--- src/rtl/t0_char_xcvr.sv ---
module t0_char_xcvr #(
  parameter int DIVW = 16
) (
  input  logic            clk,
  input  logic            rst_n,
  input  logic            tx_en,
  input  logic            rx_en,
  input  logic            msb_first,
  input  logic            odd_parity,
  input  logic [DIVW-1:0] bit_div,
  input  logic            tx_start,
  input  logic [7:0]      tx_data,
  input  logic            line_in,
  output logic            line_low,
  output logic            busy,
  output logic            tx_nack,
  output logic [7:0]      rx_data,
  output logic            rx_valid,
  output logic            par_err,
  input  logic            par_err_clr,
  output logic [7:0]      err_cnt,
  input  logic            err_rd,
  output logic            mode_err
);

  function automatic logic [7:0] rev8(input logic [7:0] v);
    for (int i = 0; i < 8; i++) rev8[i] = v[7-i];
  endfunction

  logic [1:0]      sync;
  logic            line_q, active, is_tx, par_bit, rx_bad;
  logic [DIVW-1:0] cnt;
  logic [3:0]      bidx;
  logic [7:0]      shreg;

  wire line_s  = sync[1];
  wire fall    = line_q & ~line_s;
  wire tx_ok   = tx_en & ~rx_en;
  wire rx_ok   = rx_en & ~tx_en;
  wire bit_end = (cnt == bit_div - 1'b1);
  wire mid     = (cnt == (bit_div >> 1));
  wire in_data = (bidx >= 4'd1) && (bidx <= 4'd8);
  wire err_inc = active & ~is_tx & bit_end & (bidx == 4'd9)
               & ((^shreg ^ par_bit) != odd_parity);

  assign mode_err = tx_en & rx_en;
  assign busy     = active;
  assign line_low = active & (is_tx
                    ? ((bidx == 4'd0) | (in_data & ~shreg[0]) | ((bidx == 4'd9) & ~par_bit))
                    : (rx_bad & (bidx == 4'd10)));

  always_ff @(posedge clk or negedge rst_n) begin
    if (!rst_n) begin
      sync   <= 2'b11;
      line_q <= 1'b1;
    end else begin
      sync   <= {sync[0], line_in};
      line_q <= line_s;
    end
  end

  always_ff @(posedge clk or negedge rst_n) begin
    if (!rst_n) begin
      active   <= 1'b0;
      is_tx    <= 1'b0;
      cnt      <= '0;
      bidx     <= '0;
      shreg    <= '0;
      par_bit  <= 1'b0;
      rx_bad   <= 1'b0;
      tx_nack  <= 1'b0;
      rx_data  <= '0;
      rx_valid <= 1'b0;
      par_err  <= 1'b0;
    end else begin
      rx_valid <= 1'b0;
      if (par_err_clr) par_err <= 1'b0;
      if (!active) begin
        cnt  <= '0;
        bidx <= '0;
        if (tx_ok && tx_start) begin
          active  <= 1'b1;
          is_tx   <= 1'b1;
          shreg   <= msb_first ? rev8(tx_data) : tx_data;
          par_bit <= ^tx_data ^ odd_parity;
          tx_nack <= 1'b0;
        end else if (rx_ok && fall) begin
          active <= 1'b1;
          is_tx  <= 1'b0;
          rx_bad <= 1'b0;
        end
      end else begin
        cnt <= bit_end ? '0 : cnt + 1'b1;
        if (mid) begin
          if (is_tx) begin
            if (bidx == 4'd10 && !line_s) tx_nack <= 1'b1;
          end else if (bidx == 4'd0) begin
            if (line_s) active <= 1'b0;
          end else if (in_data) begin
            shreg <= {line_s, shreg[7:1]};
          end else if (bidx == 4'd9) begin
            par_bit <= line_s;
          end
        end
        if (bit_end) begin
          bidx <= bidx + 1'b1;
          if (is_tx) begin
            if (in_data) shreg <= shreg >> 1;
            if (bidx == (tx_nack ? 4'd12 : 4'd11)) active <= 1'b0;
          end else if (bidx == 4'd9) begin
            if (err_inc) begin
              rx_bad  <= 1'b1;
              par_err <= 1'b1;
            end else begin
              rx_data  <= msb_first ? rev8(shreg) : shreg;
              rx_valid <= 1'b1;
              active   <= 1'b0;
            end
          end else if (bidx == 4'd10) begin
            active <= 1'b0;
          end
        end
      end
    end
  end

  always_ff @(posedge clk or negedge rst_n) begin
    if (!rst_n)                          err_cnt <= '0;
    else if (err_rd)                     err_cnt <= err_inc ? 8'd1 : 8'd0;
    else if (err_inc && err_cnt != 8'hFF) err_cnt <= err_cnt + 1'b1;
  end


  err_sat_chk: assert property (@(posedge clk) disable iff (!rst_n)
    (err_cnt == 8'hFF && !err_rd) |=> err_cnt == 8'hFF);

  err_rd_inc_chk: assert property (@(posedge clk) disable iff (!rst_n)
    (err_rd && err_inc) |=> err_cnt == 8'd1);

  rx_drop_chk: assert property (@(posedge clk) disable iff (!rst_n)
    err_inc |=> (!rx_valid && line_low && par_err));

  mode_block_chk: assert property (@(posedge clk) disable iff (!rst_n)
    (tx_en && rx_en && !busy) |=> !busy);

  nack_seen_chk: assert property (@(posedge clk) disable iff (!rst_n)
    $rose(tx_nack) |-> $past(!line_s));

  rx_done_chk: assert property (@(posedge clk) disable iff (!rst_n)
    rx_valid |-> !busy);

endmodule

--- config.mk ---
export PLATFORM = sky130hd
export DESIGN_NAME = t0_char_xcvr
export DESIGN_NICKNAME = d
export VERILOG_FILES = /design/src/rtl/t0_char_xcvr.sv
export SDC_FILE = /design/constraint.sdc
export NUM_CORES = 1
export LEC_CHECK = 0
export BUFFER_PORTS_ARGS = -buffer_cell sky130_fd_sc_hd__buf_2
export CAP_MARGIN = 20
export CORE_MARGIN = 2
export CORE_UTILIZATION = 25
export DETAILED_ROUTE_END_ITERATION = 8
export MAX_ROUTING_LAYER = met4
export PLACE_DENSITY = 0.4
export SLEW_MARGIN = 20
export SYNTH_ARGS = -nofsm -noshare
export SYNTH_HDL_FRONTEND = slang
export SYNTH_SLANG_ARGS = --single-unit
--- constraint.sdc ---
create_clock -name clk -period 4.3 [get_ports clk]
set_input_delay 0.43 -clock clk [delete_from_list [all_inputs] [get_ports clk]]
set_output_delay 0.43 -clock clk [all_outputs]
set_load 0.01 [all_outputs]
==> out/results.tsv <==
metric	value	unit
Die Ht	129	um
post-synthesis to final-layout area growth	16.5	%
total congestion overflow	0	
most frequent cells in the layout	buf_2, dfrtp_1, nor2_1	
first-pass GRT wire length	17500	um
Chip Width	129	um
Syn. warnings	0	
wire per inst	15.4	um
# IOs	56	
HPWL Detailed	7760	um
Post-CTS Setup Inserts	0	
Fin Setup TNS	0	ns
initial antenna violation count	0	
clock root buffer	clkbuf_16	
H-tree depth	2	
Syn Inst Count	428	
main flop type after synthesis	dfrtp_1	
Max Clk Rate	271	MHz
Hold WS	0.220	ns
RSZ-0062 raised after global routing	false	
Reg-to-Reg Start	cnt[5]	
Sequential Area	1360	sq um
diode count	0	
FF-to-FF path depth	7	
First DRT Iteration DRCs	252	
max cap viols	0	
core area	15300	sq um
# DRC	0	
number of buffers created by CTS	5	
initial core utilization	0.257	
#FFs+latches synth	54	
largest net degree at the start of global routing	55	
Slew Viols, Final	0	
area of the multi-input gates	2400	sq um
Post-DRT Antenna Nets	0	
CP arrival	3.88	ns
FP Rows	45	
CTS tree	built	
CP endpoint kind	flip-flop	
worst hold path cell count	1	
drt first pass iters	4	
final period utilization	0.858	
vias in the first global route	3353	
routed vias/inst	4.92	
Pwr Total	1.30	mW
PostCTS Resize Cnt	0	
worst setup path end	rx_data[6]	
Worst-Skew Late Latency	0.30	ns
RePlAce Congestion	0.862	
syn avg cell area	9.16	sq um
placed cells	673	
final hold vios	0	
I/O Buffers	55	
final cell count without fillers	681	
peak supply drop	0.000216	V
worst min path class	primary input to flip-flop	
GRT Util Overall	0.136	
Layout Utilization	0.299	
routed via count	3349	
clk sinks	54	
clk buf depth	2	
Worst-Margin Slew	0.836	ns
post-synth net total	470	
CP startpoint	bit_div[0]	
final wirelength	10500	um
Synth cell types	64	
Slew HR	0.443	
clock slew at reported path FFs	0.07	ns
Final #Nets	511	
R2R setup slack	1.33	ns
Post-CTS Hold Buffers	0	
outcome	complete, no violations	
asr flop ratio synth	1.00	
fill cell count	1644	
leak pwr	2.00	nW
PD cells	284	nW/um^2
min cycle time layout	3.69	ns
commonest non-fill, non-tap cell in the layout	buf_2	
final setup fails	0	
sequential share of the synthesized area	0.346	
Worst Setup Path Type	primary input to flip-flop	
critical path required time	4.49	ns
layout cells sized above 1	0.223	
worst-path fanout max	8	
Netlist Area Pre-Place	3920	sq um
die area	16700	sq um
clock skew	0.00731	ns
CP Launch Type	primary input	
Reg-to-Reg End	rx_data[6]	
EDFF count, synth	0	
[state kept, by name, summed over array words and instances, names as in the netlist, 2 cells and up]
name     flops
cnt         16
err_cnt      8
rx_data      8
shreg        8
bidx         4
sync         2
[worst max-delay path, stage by stage]
cell and delay, ns:
buf_2 0.14, inv_1 0.06, ha_1 0.23, or4b_1 0.62, or3_4 0.44, a2111oi_4 0.34, o32ai_1 0.21, nor4_2 0.54
nand3_1 0.46, mux2_2 0.40
[where the power goes]
group,internal [mW],switching [mW]
Combinational,0.109,0.119
Clock,0.291,0.187
Sequential,0.534,0.0582
Total,0.934,0.364
[metrics by stage]
step                worst slack (ns)  instance area, sq um
floorplan                      0.966                  3920
global placement               0.370                  4400
detailed placement             0.287                  4400
CTS                            0.616                  4570
global route                   0.383                  4570
finish                         0.610                  4570
[Yosys cell counts, types with 8 or more instances]
cell,instances,area (sq um)
xnor2_1,28,245
inv_1,16,60.1
nand4_1,9,56.3
xor2_1,32,280
a22oi_1,8,60.1
dfrtp_1,51,1280
nor2b_1,8,50.1
nor4_1,11,68.8
nand2_1,20,75.1
mux2_2,27,304
nand3_1,24,120
ha_1,8,100
o221ai_1,8,70.1
clkbuf_1,21,78.8
a21oi_1,12,60.1
nor2_1,45,169
[cells by family (layout without fill, tap and decap cells)]
| logic type | count (synthesis) | count (layout) | synth area share |
|---|---|---|---|
| muxes | 30 | 30 | 0.0852 |
| AOI/OAI and AO/OA | 73 | 73 | 0.146 |
| xor gates and xnor gates | 61 | 61 | 0.140 |
| adders and majority gates | 8 | 8 | 0.0255 |
| buffers and inverters | 42 | 84 | 0.0415 |
| and+or+nand+nor | 160 | 160 | 0.217 |
| DFF | 54 | 54 | 0.346 |
[per-layer routing]
metal | GRT usage | routed length, um
met5 | - | 0
met1 | 0.179 | 5110
met2 | 0.213 | 4790
met4 | 0.0390 | 143
met3 | 0.0277 | 452
[how the worst min path moves through the flow]
stage | from | to | slack (ns)
after floorplan | rst_n | bidx[0] | 0.13
after global placement | sync[0] | sync[1] | 0.35
after detailed placement | sync[0] | sync[1] | 0.35
after CTS | line_in | sync[0] | 0.20
after global routing | line_in | sync[0] | 0.20
final | line_in | sync[0] | 0.22
[area by class of cell]
| class | instances | area share |
|---|---|---|
| tap | 211 | 0.0578 |
| sequential | 54 | 0.297 |
| clock buffer | 7 | 0.0312 |
| multi-input combinational | 332 | 0.526 |
| clock inverter | 1 | 0.00657 |
| inverter | 16 | 0.0131 |
| timing repair buffer | 60 | 0.0685 |
Note: power is estimated with default switching activity, not from simulation.
